<file path="src/rtl/bus_stepper.sv">
module bus_stepper #(
  parameter int AW = 16,
  parameter int DW = 8,
  parameter int LW = 4,
  parameter logic [DW-1:0] FILL_OP = 'h03
) (
  input  logic          clk,
  input  logic          rst_n,
  input  logic          start,
  input  logic          fill,
  input  logic          wr,
  input  logic [1:0]    sel,
  input  logic [AW-1:0] addr,
  input  logic [DW-1:0] wdata,
  input  logic [LW-1:0] phase_len,
  input  logic [DW-1:0] bus_din,
  output logic          busy,
  output logic          done,
  output logic [DW-1:0] rdata,
  output logic          bus_clk,
  output logic [AW-1:0] bus_addr,
  output logic          bus_rw,
  output logic [2:0]    bus_en_n,
  output logic [DW-1:0] bus_dout,
  output logic          bus_oe
);

  localparam logic [LW-1:0] MIN_LEN = LW'(2);

  typedef enum logic [2:0] {
    S_IDLE, S_SETUP, S_SEL, S_HIGH, S_FLOW, S_FHIGH, S_DONE
  } st_t;

  st_t           st;
  logic [LW-1:0] cnt, len_q;
  logic          fill_q, wr_q;
  logic [1:0]    sel_q;
  logic [DW-1:0] wdata_q;
  logic          last;
  logic          en_on;

  assign last = (cnt == len_q - LW'(1));

  always_ff @(posedge clk or negedge rst_n) begin
    if (!rst_n) begin
      st       <= S_IDLE;
      cnt      <= '0;
      len_q    <= MIN_LEN;
      fill_q   <= 1'b0;
      wr_q     <= 1'b0;
      sel_q    <= 2'd3;
      wdata_q  <= '0;
      bus_addr <= '0;
      bus_rw   <= 1'b1;
      rdata    <= '0;
    end else begin
      if (st == S_IDLE) begin
        if (start) begin
          st       <= S_SETUP;
          cnt      <= '0;
          len_q    <= (phase_len < MIN_LEN) ? MIN_LEN : phase_len;
          fill_q   <= fill;
          wr_q     <= wr;
          sel_q    <= sel;
          wdata_q  <= wdata;
          bus_addr <= addr;
          bus_rw   <= ~wr;
        end
      end else if (st == S_DONE) begin
        st <= S_IDLE;
      end else if (!last) begin
        cnt <= cnt + LW'(1);
      end else begin
        cnt <= '0;
        case (st)
          S_SETUP: st <= S_SEL;
          S_SEL:   st <= S_HIGH;
          S_HIGH: begin
            if (!wr_q) rdata <= bus_din;
            if (fill_q) begin
              st     <= S_FLOW;
              bus_rw <= 1'b1;
            end else begin
              st <= S_DONE;
            end
          end
          S_FLOW:  st <= S_FHIGH;
          default: st <= S_DONE;
        endcase
      end
    end
  end

  assign busy    = (st != S_IDLE);
  assign done    = (st == S_DONE);
  assign bus_clk = !(st == S_SETUP || st == S_SEL || st == S_FLOW);
  assign en_on   = (st == S_SEL || st == S_HIGH);

  for (genvar i = 0; i < 3; i++) begin : g_en
    assign bus_en_n[i] = !(en_on && sel_q == 2'(i));
  end

  assign bus_oe   = (st == S_HIGH && wr_q) || (st == S_FHIGH);
  assign bus_dout = (st == S_FHIGH) ? FILL_OP : wdata_q;

endmodule

</file>
<file path="config.mk">
export PLATFORM = sky130hd
export DESIGN_NAME = bus_stepper
export DESIGN_NICKNAME = d
export VERILOG_FILES = /design/src/rtl/bus_stepper.sv
export SDC_FILE = /design/constraint.sdc
export NUM_CORES = 1
export LEC_CHECK = 0
export CAP_MARGIN = 20
export CORE_MARGIN = 8
export CORE_UTILIZATION = 37
export DETAILED_ROUTE_END_ITERATION = 6
export GPL_ROUTABILITY_DRIVEN = 1
export PLACE_DENSITY = 0.69
export SETUP_SLACK_MARGIN = 0.2
export SKIP_CTS_REPAIR_TIMING = 1
export SKIP_LAST_GASP = 1
export SLEW_MARGIN = 20
export SYNTH_ARGS = -nofsm -noshare
export SYNTH_HDL_FRONTEND = slang
export SYNTH_SLANG_ARGS = --single-unit
</file>
<file path="constraint.sdc">
create_clock -name clk -period 4.03 [get_ports clk]
set_input_delay 0.806 -clock clk [delete_from_list [all_inputs] [get_ports clk]]
set_output_delay 0.806 -clock clk [all_outputs]
set_load 0.02 [all_outputs]
</file>
## Yosys cells after proc, flatten, opt, wreduce, memory -nomap -nowiden

Index checks and enable logic that the tools add are counted.

- $add $sub $neg: 2
- Order comparisons: 1
- Equal/unequal tests: 11
- Muxes and demuxes: 18
- Bitwise operators: 4
- Reductions and logical operators: 24

Operators by type and width:

| operator | number |
|---|---|
| $mux W4 | 5 |
| $mux W3 | 4 |
| $pmux W3 S4 | 1 |
| $reduce_and A5 Y1 | 2 |
| $eq A3 B3 Y1 const B | 3 |
| $mux W8 | 1 |
| $eq A3 B2 Y1 const B | 2 |
| $mux W1 | 6 |
| $reduce_and A2 Y1 | 3 |
| $reduce_bool A2 Y1 | 3 |
| $reduce_bool A3 Y1 | 2 |
| $add A4 B1 Y4 const B | 1 |
| $eq A4 B4 Y1 | 1 |
| $logic_and A1 B1 Y1 | 4 |
| $logic_not A1 Y1 | 4 |
| $logic_or A1 B1 Y1 | 4 |
| $lt A4 B2 Y1 const B | 1 |
| $not A1 Y1 | 4 |
| $sub A4 B1 Y4 const B | 1 |
| $eq A3 B1 Y1 const B | 1 |
| $logic_not A3 Y1 | 1 |
| $eq A2 B1 Y1 const B | 1 |
| $eq A2 B2 Y1 const B | 1 |
| $logic_not A2 Y1 | 1 |
| 3 further kinds | 3 |

- Register bits: 48
- Output and inout bits: 40
- Word-level logic and storage cells: 70

## Logic depth before layout (Yosys ltp)

- Depth after elaboration: 5
- Mapped depth: 8
- Gate-level depth less buffers: 7

## Worst setup path before layout

Ideal clock, no wire load.

- Path type: register -> register
- From: register len_q[1]
- To: register rdata[0]
- Setup time: 125 ps
- Arrival time: 2,059 ps
- Data required time: 3,905 ps
- Path slack: 1,846 ps
- Cell stages (with the launch flop): 9
- Clock period less this slack: 2,184 ps
- Path through: dfstp_2 -> inv_1 -> ha_1 -> xor2_1 -> nand2_1 -> nor3_4 -> and4_4 -> buf_6 -> mux2_4

- Longest elaborated chain between the ends: 3

Ends and longest elaborated chain:

| what | RTL line | text |
|---|---|---|
| start, declared | 35 | `logic [LW-1:0] cnt, len_q;` |
| start signal, assigned | 61 | `len_q <= (phase_len < MIN_LEN) ? MIN_LEN : phase_len;` |
| $sub A4 B1 Y4 | 42 | `assign last = (cnt == len_q - LW'(1));` |
| $eq A4 B4 Y1 | 42 |  |
| $reduce_and A5 Y1 (no line) | -- |  |
| end signal, assigned | 79 | `if (!wr_q) rdata <= bus_din;` |
| end, declared | 19 | `output logic [DW-1:0] rdata,` |

No other way between the ends.
A chain may end at the register's enable or synchronous reset.

## Final worst setup path

- From: register st[1]
- To: output bus_oe

- Longest elaborated chain between the ends: 3
- Elaborated cells between the ends (all ways): 4
- Classes of those cells: eq/ne: 2; reduce/logical: 2

Ends and longest elaborated chain:

| what | RTL line | text |
|---|---|---|
| start, declared | 34 | `st_t st;` |
| start signal, assigned | 46 | `st <= S_IDLE;` |
| start signal, assigned | 59 | `st <= S_SETUP;` |
| start signal, assigned | 70 | `st <= S_IDLE;` |
| $eq A3 B2 Y1 | 103 | `assign bus_oe = (st == S_HIGH && wr_q) \|\| (st == S_FHIGH);` |
| $logic_and A1 B1 Y1 | 103 |  |
| $logic_or A1 B1 Y1 * | 103 |  |
| end, declared | 25 | `output logic bus_oe` |

Mark *: on every way between the ends. The rest lies on a longest branch, timed or not.

==> impl_metrics.py <==
metrics = {
    "die": {
        "start_util_pct": 38.0,
        "die_height_um": 93.8,
        "die_w_um": 93.8,
        "dieArea_mm2": 0.00879,
        "fp-row-count": 28,
        "core-area_mm2": 0.00589,
        "ioPinCount": 83,
    },
    "setup_path": {
        "cp-startpoint": "st[1]$_DFFE_PN0P_",
        "cp-end-kind": "output pin",
        "crit_arrival_ns": 2.15,
        "path_max_fanout": 12,
        "r2r_slack_ns": 1.65,
        "required_ns": 3.22,
        "crit-reg2reg-launch": "len_q[1]$_DFFE_PN1P_",
        "cp-start-kind": "flip-flop",
        "crit_type": "reg2out",
    },
    "layout": {
        "final_area_mm2": 0.00323,
        "area_delta_synth_final_pct": 44.5,
        "nNetsFinal": 310,
        "diodes": 0,
        "seq_area_mm2": 0.00121,
        "multi_input_area_um2": 958,
        "n_fill_cell": 517,
        "final_core_util_pct": 54.9,
        "drive_above_1_share_pct": 21.4,
    },
    "sta": {
        "worst_slew_pin_slew_ns": 0.605,
        "fin_crit_ns": 2.96,
        "final-setup-viol-count": 0,
        "max_freq_mhz": 338,
        "maxSlewHeadroom_pct": 59.7,
        "maxSlewViolCount": 0,
        "fin_ws_ns": 1.07,
        "grt_setup_unrepaired": "false",
        "finClkSkew_ns": 0.00599,
        "hold_viol": 0,
        "setup_tns_ns": 0,
        "period_share_pct": 73.4,
    },
    "yosys": {
        "avgSynthCellArea_um2": 12.3,
        "synth_cell_types": 37,
        "yosysTopAreaCellShare_pct": 49.2,
        "syn_inst": 182,
        "synth_area_mm2": 0.00224,
        "synth_most_common_cell": "dfrtp_1",
        "synth.net_count": 227,
        "synth_top_cells_by_count": "dfrtp_1, mux2_2, o21ai_0",
        "synth.area.top_cells": "dfrtp_1, mux2_2, mux2_4, dfstp_2, o21ai_0",
        "synth_edf_count": 0,
        "yosysTopAreaCell": "dfrtp_1",
        "synth_warnings": 0,
        "ys_seq_area_share_pct": 53.9,
        "ys_ff_latch": 48,
        "async_flop_share_pct": 100,
        "yosys_most_used_dff": "dfrtp_1",
    },
    "route": {
        "drc": 0,
        "drtPass1Iterations": 3,
        "ant_nets": 0,
        "totalWireLength_um": 5190,
        "wl_per_cell_um": 15.2,
        "drt-initial-drc-count": 53,
        "vias": 1604,
        "viasPerCell": 4.70,
    },
    "clock_network": {
        "cts_tree": "done",
        "clkTransAtPathRegs_ns": 0.09,
        "clockBufferDepth": 2,
        "clk_latency_ns": 0.30,
        "cts-buffers-inserted": 5,
        "htree_levels": 2,
        "clkSinkCount": 48,
        "root_buffer": "clkbuf_8",
    },
    "place": {
        "dp_hpwl_um": 3930,
        "globalplace.congestion": 0.768,
        "io_buffers": 82,
        "dp_slack_ns": 1.40,
        "place_area_mm2": 0.00312,
    },
    "status": {
        "status": "completed",
    },
    "power_and_ir_drop": {
        "p_leak_nw": 1.33,
        "pwr_density_cell_mw_per_mm2": 818,
        "ir_drop_mv": 0.402,
        "power.total_mw": 2.64,
    },
    "global_routing": {
        "grt_usage_pct": 12.1,
        "antenna_found_initial": 0,
        "grt_max_degree": 49,
        "overflow": 0,
        "grt_pass1_vias": 1691,
        "grt_pass1_wl_um": 8320,
    },
    "flow_run": {
        "cap_viol_max_count": 0,
    },
    "min_path": {
        "hp-class": "in2async",
    },
}
## metal layers
layer	track usage, %	up-vias	part of all wire, %	wire length, um
li1	-	796	-	-
met1	13.8	762	42	2160
met2	19.5	41	49	2540
met3	5.92	5	8.7	453
met4	3.17	0	0.69	36
met5	0	-	0	0
## critical path, stage by stage, from the launching register on
cell and delay, ns:
dfrtp_1 0.54, inv_1 0.16, nor2_1 0.30, a21oi_1 0.12, nor2b_1 0.11, clkdlybuf4s50_1 0.62
## flip-flops by register name (all words and copies together) (netlist names), 2 cells and up, named ones only
| register | flops |
|---|---|
| bus_addr | 16 |
| len_q | 4 |
| wdata_q | 8 |
| st | 2 |
| sel_q | 2 |
| rdata | 8 |
| cnt | 4 |
## report_power, final
part | internal, mW | switching (mW)
registers | 0.720 | 0.178
clock network | 0.184 | 0.160
logic | 0.743 | 0.660
total | 1.65 | 0.998
## path summary, 6_finish.rpt
kind | depth (start not counted) | to
worst max-delay path | 5 | bus_oe
worst min-delay path | 1 | wdata_q[2]$_DFFE_PN0P_
worst max register to register | 7 | rdata[3]$_DFFE_PN0P_
worst min register to register | 1 | wdata_q[2]$_DFFE_PN0P_
max in group asynchronous | 1 | rdata[2]$_DFFE_PN0P_
min in group clk | 1 | wdata_q[2]$_DFFE_PN0P_
## area by class of cell
| cell class | instances | share of cell area, % |
|---|---|---|
| tap | 75 | 2.90 |
| multi-input combinational | 118 | 29.6 |
| clock buffer | 5 | 2.13 |
| timing repair buffer | 84 | 25.8 |
| sequential | 48 | 37.3 |
| inverter | 8 | 0.929 |
| clock inverter | 3 | 1.32 |
## placed cells by master, fill, tap and decap left out, types with 3 or more instances in the layout
cell / n
dfrtp_1: 44
nor3_1: 6
mux2_4: 8
clkbuf_8: 5
nand2_1: 10
o21ai_0: 11
xor2_1: 4
and2_1: 7
dfstp_2: 4
a21oi_1: 3
nand3_1: 3
nand2b_1: 3
mux2_2: 28
nor2_1: 7
clkdlybuf4s50_1: 81
buf_4: 3
xnor2_1: 3
inv_1: 8
## logic make-up after synthesis
family	Yosys count	synth area share, %
DFF	48	53.9
and+or+nand+nor	47	11.6
muxes	38	20.4
AOI/OAI and AO/OA	23	6.32
buffers and inverters	16	3.24
xor gates and xnor gates	8	3.47
adders and majority gates	2	1.12
## stage by stage
| step | hold slack (ns) | cells |
|---|---|---|
| 2_1_floorplan | 0.472 | 182 |
| 3_3_place_gp | 0.483 | 333 |
| 3_5_place_dp | 0.487 | 333 |
| 4_1_cts | 0.509 | 341 |
| 5_1_grt | 0.521 | 341 |
| 6_report | 0.506 | 341 |
Power figures use the tool's default switching activity.
